$ cat config.mk
export PLATFORM = sky130hd
export DESIGN_NAME = pci_subdec_claim
export DESIGN_NICKNAME = d
export VERILOG_FILES = /design/src/rtl/sdc_pkg.sv /design/src/rtl/sdc_ctrl_reg.sv /design/src/rtl/sdc_cmd_filter.sv /design/src/rtl/sdc_handoff_track.sv /design/src/rtl/sdc_claim_fsm.sv /design/src/rtl/pci_subdec_claim.sv
export SDC_FILE = /design/constraint.sdc
export NUM_CORES = 1
export LEC_CHECK = 0
export BUFFER_PORTS_ARGS = -buffer_cell sky130_fd_sc_hd__buf_2
export CAP_MARGIN = 20
export CORE_MARGIN = 10
export CORE_UTILIZATION = 48
export DETAILED_ROUTE_END_ITERATION = 8
export GPL_ROUTABILITY_DRIVEN = 1
export GPL_TIMING_DRIVEN = 0
export PLACE_DENSITY = 0.9
export SYNTH_ARGS = -nofsm -noshare
export SYNTH_HDL_FRONTEND = slang
export SYNTH_SLANG_ARGS = --single-unit
$ cat constraint.sdc
create_clock -name clk -period 2.95 [get_ports clk]
set_clock_uncertainty 0.15 [all_clocks]
set_input_delay 0.59 -clock clk [delete_from_list [all_inputs] [get_ports clk]]
set_output_delay 0.59 -clock clk [all_outputs]
set_load 0.005 [all_outputs]
$ cat src/rtl/sdc_pkg.sv
`timescale 1ns/1ps
package sdc_pkg;
    localparam int SDC_AD_W  = 32;
    localparam int SDC_CMD_W = 4;

    typedef enum logic [2:0] {
        ST_IDLE,
        ST_WIN,
        ST_CLAIM,
        ST_TURN,
        ST_WAIT
    } sdc_state_e;

    typedef struct packed {
        logic [SDC_AD_W-1:0]  addr;
        logic [SDC_CMD_W-1:0] cmd;
        logic [SDC_CMD_W-1:0] be_n;
    } sdc_xfer_t;
endpackage

$ cat src/rtl/sdc_ctrl_reg.sv
`timescale 1ns/1ps
module sdc_ctrl_reg #(
    parameter int CTRL_W  = 32,
    parameter int OFF_BIT = 10
) (
    input  logic              clk,
    input  logic              rst_n,
    input  logic              we_i,
    input  logic [CTRL_W-1:0] wdata_i,
    output logic [CTRL_W-1:0] rdata_o,
    output logic              off_o
);
    logic off_d, off_q;

    always_comb begin
        off_d = off_q;
        if (we_i) off_d = wdata_i[OFF_BIT];
    end

    always_ff @(posedge clk or negedge rst_n) begin
        if (!rst_n) off_q <= 1'b0;
        else        off_q <= off_d;
    end

    always_comb begin
        rdata_o          = '0;
        rdata_o[OFF_BIT] = off_q;
    end

    assign off_o = off_q;
endmodule

$ cat src/rtl/sdc_cmd_filter.sv
`timescale 1ns/1ps
module sdc_cmd_filter #(
    parameter int          CMD_W = 4,
    parameter logic [15:0] EXCL  = 16'h0C03
) (
    input  logic [CMD_W-1:0] cmd_i,
    output logic             ok_o
);
    localparam int NCMD = 1 << CMD_W;
    logic [NCMD-1:0] allow;

    for (genvar g = 0; g < NCMD; g++) begin : g_cmd
        assign allow[g] = !EXCL[g];
    end

    assign ok_o = allow[cmd_i];
endmodule

$ cat src/rtl/sdc_handoff_track.sv
`timescale 1ns/1ps
module sdc_handoff_track (
    input  logic clk,
    input  logic rst_n,
    input  logic claim_i,
    input  logic done_i,
    output logic busy_o
);
    logic busy_d, busy_q;

    always_comb begin
        busy_d = busy_q;
        if (done_i)  busy_d = 1'b0;
        if (claim_i) busy_d = 1'b1;
    end

    always_ff @(posedge clk or negedge rst_n) begin
        if (!rst_n) busy_q <= 1'b0;
        else        busy_q <= busy_d;
    end

    assign busy_o = busy_q;
endmodule

$ cat src/rtl/sdc_claim_fsm.sv
`timescale 1ns/1ps
module sdc_claim_fsm
    import sdc_pkg::*;
#(
    parameter int WINDOW = 3
) (
    input  logic                 clk,
    input  logic                 rst_n,
    input  logic                 frame_n_i,
    input  logic                 irdy_n_i,
    input  logic [SDC_AD_W-1:0]  ad_i,
    input  logic [SDC_CMD_W-1:0] cbe_n_i,
    input  logic                 devsel_n_in,
    input  logic                 cmd_ok_i,
    input  logic                 off_i,
    input  logic                 busy_i,
    output logic                 claim_now_o,
    output logic                 devsel_n_o,
    output logic                 devsel_oe_o,
    output logic                 hand_valid_o,
    output sdc_xfer_t            xfer_o
);
    localparam int CNT_W = $clog2(WINDOW + 1);
    localparam logic [CNT_W-1:0] LAST = CNT_W'(WINDOW);

    typedef struct packed {
        sdc_state_e      st;
        logic [CNT_W-1:0] cnt;
        sdc_xfer_t       xf;
        logic            dv_n;
        logic            dv_oe;
        logic            hv;
    } fsm_t;

    fsm_t d, q;
    logic bus_idle;

    assign bus_idle = frame_n_i && irdy_n_i;

    always_comb begin
        d    = q;
        d.hv = 1'b0;
        unique case (q.st)
            ST_IDLE: begin
                d.dv_oe = 1'b0;
                d.dv_n  = 1'b1;
                if (!frame_n_i) begin
                    d.xf.addr = ad_i;
                    d.xf.cmd  = cbe_n_i;
                    d.cnt     = '0;
                    d.st      = (cmd_ok_i && !off_i) ? ST_WIN : ST_WAIT;
                end
            end
            ST_WIN: begin
                d.cnt = q.cnt + 1'b1;
                if (q.cnt == '0) d.xf.be_n = cbe_n_i;
                if (q.cnt < LAST) begin
                    if (!devsel_n_in) d.st = ST_WAIT;
                end else if (!off_i && !busy_i) begin
                    d.st    = ST_CLAIM;
                    d.dv_oe = 1'b1;
                    d.dv_n  = 1'b0;
                    d.hv    = 1'b1;
                end else begin
                    d.st = ST_WAIT;
                end
            end
            ST_CLAIM: begin
                if (bus_idle) begin
                    d.st   = ST_TURN;
                    d.dv_n = 1'b1;
                end
            end
            ST_TURN: begin
                d.st    = ST_IDLE;
                d.dv_oe = 1'b0;
                d.dv_n  = 1'b1;
            end
            ST_WAIT: begin
                if (bus_idle) d.st = ST_IDLE;
            end
            default: d.st = ST_IDLE;
        endcase
    end

    always_ff @(posedge clk or negedge rst_n) begin
        if (!rst_n) begin
            q.st    <= ST_IDLE;
            q.cnt   <= '0;
            q.xf    <= '0;
            q.dv_n  <= 1'b1;
            q.dv_oe <= 1'b0;
            q.hv    <= 1'b0;
        end else begin
            q <= d;
        end
    end

    assign claim_now_o  = d.hv;
    assign devsel_n_o   = q.dv_n;
    assign devsel_oe_o  = q.dv_oe;
    assign hand_valid_o = q.hv;
    assign xfer_o       = q.xf;
endmodule

$ cat src/rtl/pci_subdec_claim.sv
`timescale 1ns/1ps
module pci_subdec_claim
    import sdc_pkg::*;
#(
    parameter int          CTRL_W  = 32,
    parameter int          OFF_BIT = 10,
    parameter int          WINDOW  = 3,
    parameter logic [15:0] EXCL    = 16'h0C03
) (
    input  logic                 clk,
    input  logic                 rst_n,
    input  logic                 frame_n_i,
    input  logic                 irdy_n_i,
    input  logic [SDC_AD_W-1:0]  ad_i,
    input  logic [SDC_CMD_W-1:0] cbe_n_i,
    input  logic                 devsel_n_in,
    output logic                 devsel_n_o,
    output logic                 devsel_oe_o,
    input  logic                 ctrl_we_i,
    input  logic [CTRL_W-1:0]    ctrl_wdata_i,
    output logic [CTRL_W-1:0]    ctrl_rdata_o,
    output logic                 hand_valid_o,
    output logic [SDC_AD_W-1:0]  hand_addr_o,
    output logic [SDC_CMD_W-1:0] hand_cmd_o,
    output logic [SDC_CMD_W-1:0] hand_be_n_o,
    input  logic                 hand_done_i
);
    logic      off, cmd_ok, busy, claim_now;
    sdc_xfer_t xf;

    sdc_ctrl_reg #(.CTRL_W(CTRL_W), .OFF_BIT(OFF_BIT)) u_ctrl (
        .clk(clk), .rst_n(rst_n), .we_i(ctrl_we_i), .wdata_i(ctrl_wdata_i),
        .rdata_o(ctrl_rdata_o), .off_o(off)
    );

    sdc_cmd_filter #(.CMD_W(SDC_CMD_W), .EXCL(EXCL)) u_filt (
        .cmd_i(cbe_n_i), .ok_o(cmd_ok)
    );

    sdc_handoff_track u_track (
        .clk(clk), .rst_n(rst_n), .claim_i(claim_now), .done_i(hand_done_i),
        .busy_o(busy)
    );

    sdc_claim_fsm #(.WINDOW(WINDOW)) u_fsm (
        .clk(clk), .rst_n(rst_n), .frame_n_i(frame_n_i), .irdy_n_i(irdy_n_i),
        .ad_i(ad_i), .cbe_n_i(cbe_n_i), .devsel_n_in(devsel_n_in),
        .cmd_ok_i(cmd_ok), .off_i(off), .busy_i(busy), .claim_now_o(claim_now),
        .devsel_n_o(devsel_n_o), .devsel_oe_o(devsel_oe_o),
        .hand_valid_o(hand_valid_o), .xfer_o(xf)
    );

    assign hand_addr_o = xf.addr;
    assign hand_cmd_o  = xf.cmd;
    assign hand_be_n_o = xf.be_n;
endmodule

==> results of run 1 <==
synthesized netlist by cell type:
| cell type | count | area share, % |
|---|---|---|
| a211oi_1 | 2 | 0.57 |
| a21o_1 | 1 | 0.29 |
| a21oi_1 | 6 | 1.1 |
| a221oi_1 | 1 | 0.33 |
| a22o_1 | 1 | 0.33 |
| a31oi_1 | 1 | 0.24 |
| and2_2 | 1 | 0.29 |
| and2b_1 | 1 | 0.29 |
| buf_2 | 1 | 0.19 |
| buf_4 | 73 | 21 |
| buf_6 | 1 | 0.43 |
| buf_8 | 2 | 1.1 |
| clkbuf_1 | 1 | 0.14 |
| conb_1 | 1 | 0.14 |
| dfrtp_1 | 49 | 47 |
| dfstp_2 | 1 | 1.0 |
| ha_1 | 2 | 0.95 |
| inv_1 | 6 | 0.86 |
| mux2_2 | 41 | 18 |
| nand2_1 | 3 | 0.43 |
| nand2b_1 | 2 | 0.48 |
| nand3b_1 | 2 | 0.57 |
| nand4_1 | 1 | 0.24 |
| nor2_1 | 6 | 0.86 |
| nor2b_1 | 2 | 0.48 |
| nor3b_2 | 1 | 0.48 |
| nor4_4 | 1 | 0.81 |
| o21ai_0 | 6 | 1.1 |
| o22a_1 | 1 | 0.33 |
| o22ai_1 | 1 | 0.24 |
| or3b_2 | 1 | 0.33 |
| xnor2_1 | 1 | 0.33 |
layout by cell type, fill, tap and decap left out:
cell	synthesis	routed
and2_2	1	1
o22ai_1	1	1
xnor2_1	1	1
nand3b_1	2	2
buf_4	73	73
a211oi_1	2	2
o22a_1	1	1
buf_6	1	1
a21o_1	1	1
inv_1	6	6
nand2b_1	2	2
or3b_2	1	1
and2b_1	1	1
a221oi_1	1	1
nor4_4	1	1
o21ai_0	6	6
nor3b_2	1	1
clkinv_2	0	1
nor2b_1	2	2
buf_2	1	88
dfrtp_1	49	49
dfstp_2	1	1
buf_12	0	1
buf_8	2	2
a21oi_1	6	6
nand4_1	1	1
a31oi_1	1	1
nor2_1	6	6
conb_1	1	31
clkbuf_8	0	6
clkbuf_1	1	2
nand2_1	3	3
a22o_1	1	1
ha_1	2	2
mux2_2	41	41
registers in the layout (all words and copies together), names as in the netlist:
name / count
u_ctrl.off_o: 1
u_fsm.devsel_n_o: 1
u_fsm.devsel_oe_o: 1
u_fsm.hand_valid_o: 1
u_fsm.q: 5
u_fsm.xfer_o: 40
u_track.busy_o: 1
how the worst max path moves through the flow:
stage / slack [ns] / from / to
6_report: 1.18 / u_fsm.q[46]$_DFFE_PN0P_ / u_fsm.xfer_o[8]$_DFFE_PN0P_
5_1_grt: 1.11 / u_fsm.q[46]$_DFFE_PN0P_ / u_fsm.xfer_o[18]$_DFFE_PN0P_
2_1_floorplan: 1.18 / frame_n_i / u_fsm.xfer_o[34]$_DFFE_PN0P_
4_1_cts: 1.17 / u_ctrl.off_o$_DFFE_PN0P_ / ctrl_rdata_o[10]
3_5_place_dp: 0.90 / frame_n_i / u_fsm.xfer_o[8]$_DFFE_PN0P_
3_3_place_gp: 0.94 / frame_n_i / u_fsm.xfer_o[35]$_DFFE_PN0P_
critical path, cell delays in order (launching register included):
cell and delay, ns:
dfrtp_1 0.36, buf_2 0.18, nor4_4 0.27, buf_6 0.21
buf_8 0.15, mux2_2 0.34
layout make-up:
type / instances / share of cell area, %
clock inverters: 1 / 0.148
clock buffers: 7 / 2.56
repair buffers: 88 / 13.5
well taps: 70 / 2.59
flip-flops and latches: 50 / 37.1
inverters: 6 / 0.667
plain buffers: 78 / 17.7
multi-input cells: 116 / 25.8
routing by layer:
layer	part of all wire, %	track usage [%]	wire, um	vias to the layer above
li1	-	-	-	879
met1	35	11.6	1960	834
met2	50	22.6	2760	75
met3	14	7.59	775	5
met4	0.72	2.66	40	0
met5	0	0	0	-
cell families (layout without fill, tap and decap cells):
group	after synthesis	after routing
other cells	1	31
compound gates	20	20
mux	41	41
simple gates	21	21
buf+inv	84	180
fa+ha+maj	2	2
flops	50	50
xor+xnor	1	1
metrics by stage:
step	setup slack, ns	hold slack, ns
finish	1.18	0.0913
global route	1.11	0.108
CTS	1.17	0.0987
detailed placement	0.904	0.346
global placement	0.944	0.334
floorplan	1.18	0.144
power groups by stage:
stage	Sequential, mW	Combinational (mW)	Clock [mW]
CTS	0.983	0.896	0.415
detailed placement	0.998	0.893	0
global route	1.01	0.962	0.444
global placement	0.980	0.867	0
finish	0.981	0.877	0.396
floorplan	0.965	0.610	0
==> impl_metrics.ini, run 1 <==
[routing]
vias = 1793
ant_nets = 0
firstDrtPassIters = 4
vias_per_cell = 4.31
wl_per_cell_um = 13.3
first_iter_violations = 92
drc_errors = 0
routed_wl_um = 5540

[logic_synthesis]
yosys.area_share.simple_pct = 5.23
avgSynthCellArea_um2 = 12.0
synth-xor-area-share_pct = 0.333
synth-compound-area-share_pct = 4.61
synth_top_family_by_area = buffers and inverters
synth_fa_ha_area_share_pct = 0.951
yosys_warnings = 0
syn-cell-area_um2 = 2630
yosysSeqAreaShare_pct = 47.6
ys_types = 32
syn_inst = 220
yosys-mux-area-fraction_pct = 17.5
ys_seq_elements = 50

[power_and_ir_drop]
combPwrFrac_pct = 38.9
vdd_drop_max_v = 0.000390
p_sw_uw = 607
power.total_mw = 2.25
seq_power_share_pct = 43.5
p_per_area_nw_per_um2 = 667
p_int_mw = 1.65
pwr-share-clk_pct = 17.6
p_leak_nw = 1.78
switching_share_pct = 26.9

[worst_hold_path]
hp-class = primary input to asynchronous set/reset pin

[grt]
grt_start_max_net_pins = 32
grt_antenna_before_repair = 0
globalRouteOverflowTotal = 0
grt_pass1_vias = 1969
track_usage_pct = 12.4
grt_pass1_wl_um = 8920

[cells_and_area]
finalNonFillerCells = 416
finalInstanceArea_um2 = 3380
multi_input_area_um2 = 871
nFillCells = 447
syn2layout_area_growth_pct = 28.4
drive_above_1_share_pct = 63.0
ff_latch_area_um2 = 1250
antenna_cells = 0
final_util_pct = 64.9
nNetsFinal = 422

[timing]
finalSetupViolCount = 0
finalCritPeriodShare_pct = 59.9
fin_crit_ns = 1.77
slew_viol_final = 0
final-hold-violation-count = 0
rsz0062_at_grt = false
max_freq_mhz = 565
tns_ns = 0

[worst_setup_path]
worst-r2r-setup-slack_ns = 1.18
r2r-start = u_fsm.q[46]$_DFFE_PN0P_
crit_type = flip-flop to flip-flop
required_ns = 2.98
crit_path_end_kind = flip-flop
rr_worst_depth = 5
r2r_end = u_fsm.xfer_o[8]$_DFFE_PN0P_
worst_setup_path_start_kind = flip-flop
cp.arrival_ns = 1.80
cp_max_fo = 10

[clock_tree]
clk-insertion-delay-late_ns = 0.30
htree_levels = 2
cts.repair.resized = 0
numCtsBuffers = 5
cts.path.max_buffers = 2
cts_tree = done
post_cts_buffers = 0
cts.clk_slew.worst_paths_ns = 0.08
cts-root-buf = clkbuf_8
cts_num_sinks = 50
cts_hold_buf = 0

[floorplanning]
die-area_um2 = 8840
dieWidth_um = 94.0
core-area_um2 = 5200
io_pins = 150
die_h_um = 94.0
start_util_pct = 50.6
rows = 26

[run]
max_cap_violations = 0

[place]
globalplace.congestion = 0.737
port_buffers = 87
placed_area_um2 = 3290
dp_hpwl_um = 4630
dp_cells = 408

[outcome]
outcome = complete, no violations
No activity file was read; power rests on OpenSTA's default activity.
==> inputs of run 2 (changes only) <==
Settings changed: ABC_AREA from default to 1, CORE_UTILIZATION 48 to 44, PLACE_DENSITY 0.9 to 0.84.
Clock period 2.95 ns to 1.7 ns, I/O delays scaled along.
==> run 2 against run 1 <==
  * Die area rose by 8.2%
  * Area after synthesis rose by 1.3%
  * Total power rose by 130%
  * Register-to-register slack got worse by 0.97 ns
  * Clock power rose by 65%
  * Highest routed layer unchanged
  * Critical path type unchanged
  * Count of clock-buffer cells in the layout rose by 1
  * Largest cell class unchanged
  * Sequential cell count did not move
==> impl_metrics.ini, run 2 <==
[cells_and_area]
finalInstanceArea_um2 = 3420
nNetsFinal = 510
nFillCells = 529
antenna_cells = 0
syn2layout_area_growth_pct = 28.2
drive_above_1_share_pct = 43.1
layout_commonest_cell = nand2_1
layout_common_cells = nand2_1, buf_2, buf_4
final_util_pct = 58.1
finalNonFillerCells = 509
largest_reg_flops = 40

[place]
dp_cells = 499
globalplace.congestion = 0.815
placed_area_um2 = 3310
dp_hpwl_um = 4830
place_ws_ns = 0.216
port_buffers = 87

[grt]
grt_start_max_net_pins = 51
grt_antenna_before_repair = 0
grt_pass1_wl_um = 9840
track_usage_pct = 12.1
globalRouteOverflowTotal = 0
grt_pass1_vias = 2133

[clock_tree]
cts-root-buf = clkbuf_8
cts_num_sinks = 50
post_cts_buffers = 0
cts_hold_buf = 0
numCtsBuffers = 5
cts.clk_slew.worst_paths_ns = 0.09
clk-insertion-delay-late_ns = 0.29
htree_levels = 2
cts.path.max_buffers = 2
cts.repair.resized = 0
cts_tree = done

[worst_setup_path]
critPathLaunch = u_fsm.q[46]$_DFFE_PN0P_
crit_top_cell = nand2_1
rr_worst_depth = 7
cp.arrival_ns = 1.52
worst-r2r-setup-slack_ns = 0.21
slowest_delay_ns = 0.46
worst_setup_path_start_kind = flip-flop
r2r_end = u_fsm.xfer_o[22]$_DFFE_PN0P_
required_ns = 1.73
endpoint = u_fsm.xfer_o[22]$_DFFE_PN0P_
crit_type = flip-flop to flip-flop
path_cells = nor2_4 -> nand2_4 -> nor2_8 -> inv_6 -> buf_6 -> nand2_1 -> nand2_1
crit_path_end_kind = flip-flop
cp_max_fo = 10
r2r-start = u_fsm.q[46]$_DFFE_PN0P_
slowest_stage = dfrtp_1

[timing]
slew_viol_final = 0
max_freq_mhz = 672
slew_headroom_pct = 62.7
tightest_slew_ns = 0.560
fin_crit_ns = 1.49
tns_ns = 0
finalCritPeriodShare_pct = 87.6
finalSetupViolCount = 0
rsz0062_at_grt = false
fin_ws_ns = 0.212
final-hold-violation-count = 0

[logic_synthesis]
syn_inst = 307
yosys_warnings = 0
ys_seq_elements = 50
ys.flop_type = dfrtp_1
avgSynthCellArea_um2 = 8.68
synth_commonest_cells = nand2_1, buf_4, dfrtp_1, inv_1, nand3_1
syn-cell-area_um2 = 2670
async_flop_share_pct = 100
yosys.cell_count.top_type = nand2_1
synth_edf_count = 0
synth.top_cells.by_area = dfrtp_1, buf_4, nand2_1, buf_6, nand3_1
ys_types = 20
yosys.area.top_type = dfrtp_1
yosysSeqAreaShare_pct = 47.0
synth_top_area_share_pct = 46.0

[routing]
first_iter_violations = 58
vias_per_cell = 3.99
vias = 2032
ant_nets = 0
firstDrtPassIters = 4
routed_wl_um = 5920
drc_errors = 0
wl_per_cell_um = 11.6

[floorplanning]
rows = 28
die-area_um2 = 9570
core-area_um2 = 5890
io_pins = 150
start_util_pct = 45.3
dieWidth_um = 97.8
die_h_um = 97.8

[worst_hold_path]
hp-class = primary input to flip-flop

[power_and_ir_drop]
p_leak_nw = 2.08
vdd_drop_max_v = 0.000640
p_per_area_nw_per_um2 = 1490

[run]
max_cap_violations = 0

[outcome]
outcome = complete, no violations
-- run 2: changes by cell type after synthesis, moves of 4 or more --
cell | previous run | this run
nand3_1 | 0 | 10
mux2_2 | 41 | 0
buf_6 | 1 | 6
nand2_2 | 0 | 4
o21ai_2 | 0 | 4
inv_1 | 6 | 11
nand2_1 | 3 | 126
a21oi_1 | 6 | 0
-- run 2: worst min-delay path by stage --
stage / start / to / slack, ns / cells past startpoint
floorplan: rst_n / u_ctrl.off_o$_DFFE_PN0P_ / -0.11 / 0
global placement: u_fsm.devsel_n_o$_DFFE_PN1P_ / u_fsm.devsel_n_o$_DFFE_PN1P_ / 0.30 / 2
detailed placement: u_fsm.devsel_n_o$_DFFE_PN1P_ / u_fsm.devsel_n_o$_DFFE_PN1P_ / 0.31 / 2
CTS: ad_i[23] / u_fsm.xfer_o[31]$_DFFE_PN0P_ / 0.08 / 3
global route: ad_i[30] / u_fsm.xfer_o[38]$_DFFE_PN0P_ / 0.08 / 3
finish: ad_i[23] / u_fsm.xfer_o[31]$_DFFE_PN0P_ / 0.09 / 3
-- run 2: where the power goes --
group / total (mW) / switching, mW / leakage [nW] / internal (mW)
clock: 0.652 / 0.359 / 0.0395 / 0.293
combinational: 2.43 / 1.07 / 1.41 / 1.36
sequential: 1.99 / 0.292 / 0.624 / 1.70
-- run 2: final cells by class --
cell class / count / area [um2] / area share [%]
sequential: 50 / 1250 / 36.7
multi-input combinational: 195 / 843 / 24.7
buffer: 79 / 628 / 18.4
timing repair buffer: 89 / 465 / 13.6
tap: 75 / 93.8 / 2.75
clock buffer: 8 / 80.1 / 2.34
inverter: 13 / 53.8 / 1.57
-- run 2: worst max-delay path, delay by kind of cell (launching register included) --
| family | cells | cell delay, ns |
|---|---|---|
| buffers and inverters | 2 | 0.21 |
| DFF | 1 | 0.46 |
| and+or+nand+nor | 5 | 0.53 |
-- run 2: cells by family (layout without fill, tap and decap cells) --
group	after synthesis	after routing	synth area share (%)
AND/OR/NAND/NOR	150	150	23.5
AO/OA/AOI/OAI	12	12	2.82
buffers and inverters	92	189	25.6
adder cells (fa/ha/maj)	2	2	0.939
other	1	31	0.141
flip-flops	50	50	47.0
-- run 2: stage by stage --
stage	power, mW	hold slack, ns
3_5_place_dp	4.50	0.310
5_1_grt	5.54	0.0839
2_1_floorplan	3.66	-0.106
6_report	5.07	0.0916
3_3_place_gp	4.40	0.302
4_1_cts	5.16	0.0848
-- run 2: metal layers --
| layer | vias to the layer above | GRT usage, % | wire, um |
|---|---|---|---|
| met3 | 8 | 4.72 | 504 |
| met5 | - | 0 | 0 |
| li1 | 1077 | - | - |
| met1 | 883 | 12.7 | 2290 |
| met4 | 0 | 3.80 | 87 |
| met2 | 64 | 21.8 | 3040 |
==> inputs of run 3 (changes only) <==
Settings changed: ABC_AREA 1 to default.
==> run 3 against run 2 <==
  * Register-to-register slack got worse by 0.15 ns
  * Die area fell by 1.0%
  * Maximum frequency fell by 9.3%
  * Count of clock-buffer cells in the layout fell by 2
  * Wire length fell by 6.1%
  * Design area rose by 1.6%
  * Sequential power fell by 15%
  * Critical path type unchanged
==> impl_metrics.ini, run 3 (synthesized netlist as in run 1, its figures left out) <==
[grt]
grt_pass1_vias = 1977
grt_antenna_before_repair = 0
globalRouteOverflowTotal = 0
track_usage_pct = 11.3
grt_start_max_net_pins = 51
grt_pass1_wl_um = 9100

[worst_setup_path]
slowest_delay_ns = 0.43
crit_path_end_kind = flip-flop
cp_top_family = flip-flops
required_ns = 1.74
cp.arrival_ns = 1.68
crit_type = flip-flop to flip-flop
cp_max_fo = 10
path_cells = nor4_4 -> buf_6 -> buf_8 -> mux2_2
worst_setup_path_start_kind = flip-flop
cp.buffers_inverters = 2
slowest_stage = dfrtp_2

[routing]
vias = 1822
wl_per_cell_um = 13.0
ant_nets = 0
routed_wl_um = 5560
vias_per_cell = 4.26
firstDrtPassIters = 4
drc_errors = 0
first_iter_violations = 44

[cells_and_area]
antenna_cells = 0
largest_reg_flops = 40
nNetsFinal = 429
layout_commonest_cell = buf_2
layout_common_cells = buf_2, buf_4, dfrtp_1
final_util_pct = 59.3
syn2layout_area_growth_pct = 31.9
drive_above_1_share_pct = 64.6
finalNonFillerCells = 428
finalInstanceArea_um2 = 3470

[power_and_ir_drop]
switching_share_pct = 27.1
seq_power_share_pct = 42.6
p_sw_mw = 1.08
power.total_mw = 3.99
combPwrFrac_pct = 39.7
p_leak_nw = 1.82
p_int_mw = 2.91
pwr-share-clk_pct = 17.7
p_per_area_nw_per_um2 = 1150
vdd_drop_max_v = 0.000625

[floorplanning]
core-area_um2 = 5850
rows = 28
start_util_pct = 45.0
io_pins = 150
die_h_um = 97.3
dieWidth_um = 97.3
die-area_um2 = 9470

[clock_tree]
cts-root-buf = clkbuf_8
numCtsBuffers = 5
cts.path.max_buffers = 2
clk-insertion-delay-late_ns = 0.30
cts_tree = done
htree_levels = 2
cts.clk_slew.worst_paths_ns = 0.09
cts_num_sinks = 50

[timing]
fin_ws_ns = 0.0585
finalSetupViolCount = 0
max_freq_mhz = 609
slew_viol_final = 0
finalCritPeriodShare_pct = 96.6
rsz0062_at_grt = true
fin_crit_ns = 1.64
final-hold-violation-count = 0

[worst_hold_path]
hp-class = primary input to flip-flop

[place]
dp_hpwl_um = 4520
globalplace.congestion = 0.835
dp_cells = 412
place_ws_ns = -0.0755
placed_area_um2 = 3270
port_buffers = 87

[run]
max_cap_violations = 0

[outcome]
outcome = complete, no violations
[run 3: area by class of cell]
class,count,area [um2]
fill,489,2380
sequential,50,1250
multi-input combinational,116,876
buffer,78,601
timing repair buffer,95,528
tap,75,93.8
clock buffer,6,82.6
inverter,6,22.5
clock inverter,2,12.5
[run 3: what timing repair did]
item / CTS / global route
setup buffers: 2 / 3
endpoints found under the hold margin: 0 / 9
resized for setup: 1 / 5
endpoints found under the setup margin: 20 / 27
hold buffers: 0 / 1
pin swaps: 1 / 1
gates cloned: 0 / 1
[run 3: stage by stage]
stage,TNS [ns],hold WS [ns]
2_1_floorplan,0,-0.106
3_3_place_gp,-1.07,0.335
3_5_place_dp,-1.30,0.346
4_1_cts,0,0.0823
5_1_grt,-0.000604,0.0924
6_report,0,0.0911
[run 3: routing by layer]
| layer | vias up | GRT usage, % | share of wire, % |
|---|---|---|---|
| met5 | - | 0 | 0 |
| met4 | 0 | 2.68 | 0.65 |
| met3 | 5 | 5.48 | 10 |
| met2 | 72 | 20.8 | 53 |
| met1 | 851 | 11.1 | 36 |
| li1 | 894 | - | - |
[run 3: worst paths after layout]
path                                                    from                            to  slack [ns]  cells after the start
worst max-delay path                 u_fsm.q[47]$_DFFE_PN0P_   u_fsm.xfer_o[9]$_DFFE_PN0P_        0.06                      4
worst min-delay path                             hand_done_i    u_track.busy_o$_DFFE_PN0P_        0.09                      2
worst max register to register       u_fsm.q[47]$_DFFE_PN0P_   u_fsm.xfer_o[9]$_DFFE_PN0P_        0.06                      4
worst min register to register  u_fsm.xfer_o[14]$_DFFE_PN0P_  u_fsm.xfer_o[14]$_DFFE_PN0P_        0.36                      1
max in group asynchronous                              rst_n  u_fsm.devsel_n_o$_DFFE_PN1P_        0.57                      3
min in group asynchronous                              rst_n      u_ctrl.off_o$_DFFE_PN0P_        0.29                      2
[run 3: power by group through the flow]
| stage | Combinational [mW] | Clock (mW) | Sequential, mW |
|---|---|---|---|
| 3_5_place_dp | 1.54 | 0 | 1.73 |
| 5_1_grt | 1.75 | 0.774 | 1.75 |
| 6_report | 1.58 | 0.706 | 1.70 |
| 3_3_place_gp | 1.51 | 0 | 1.70 |
| 2_1_floorplan | 1.06 | 0 | 1.67 |
| 4_1_cts | 1.56 | 0.736 | 1.71 |
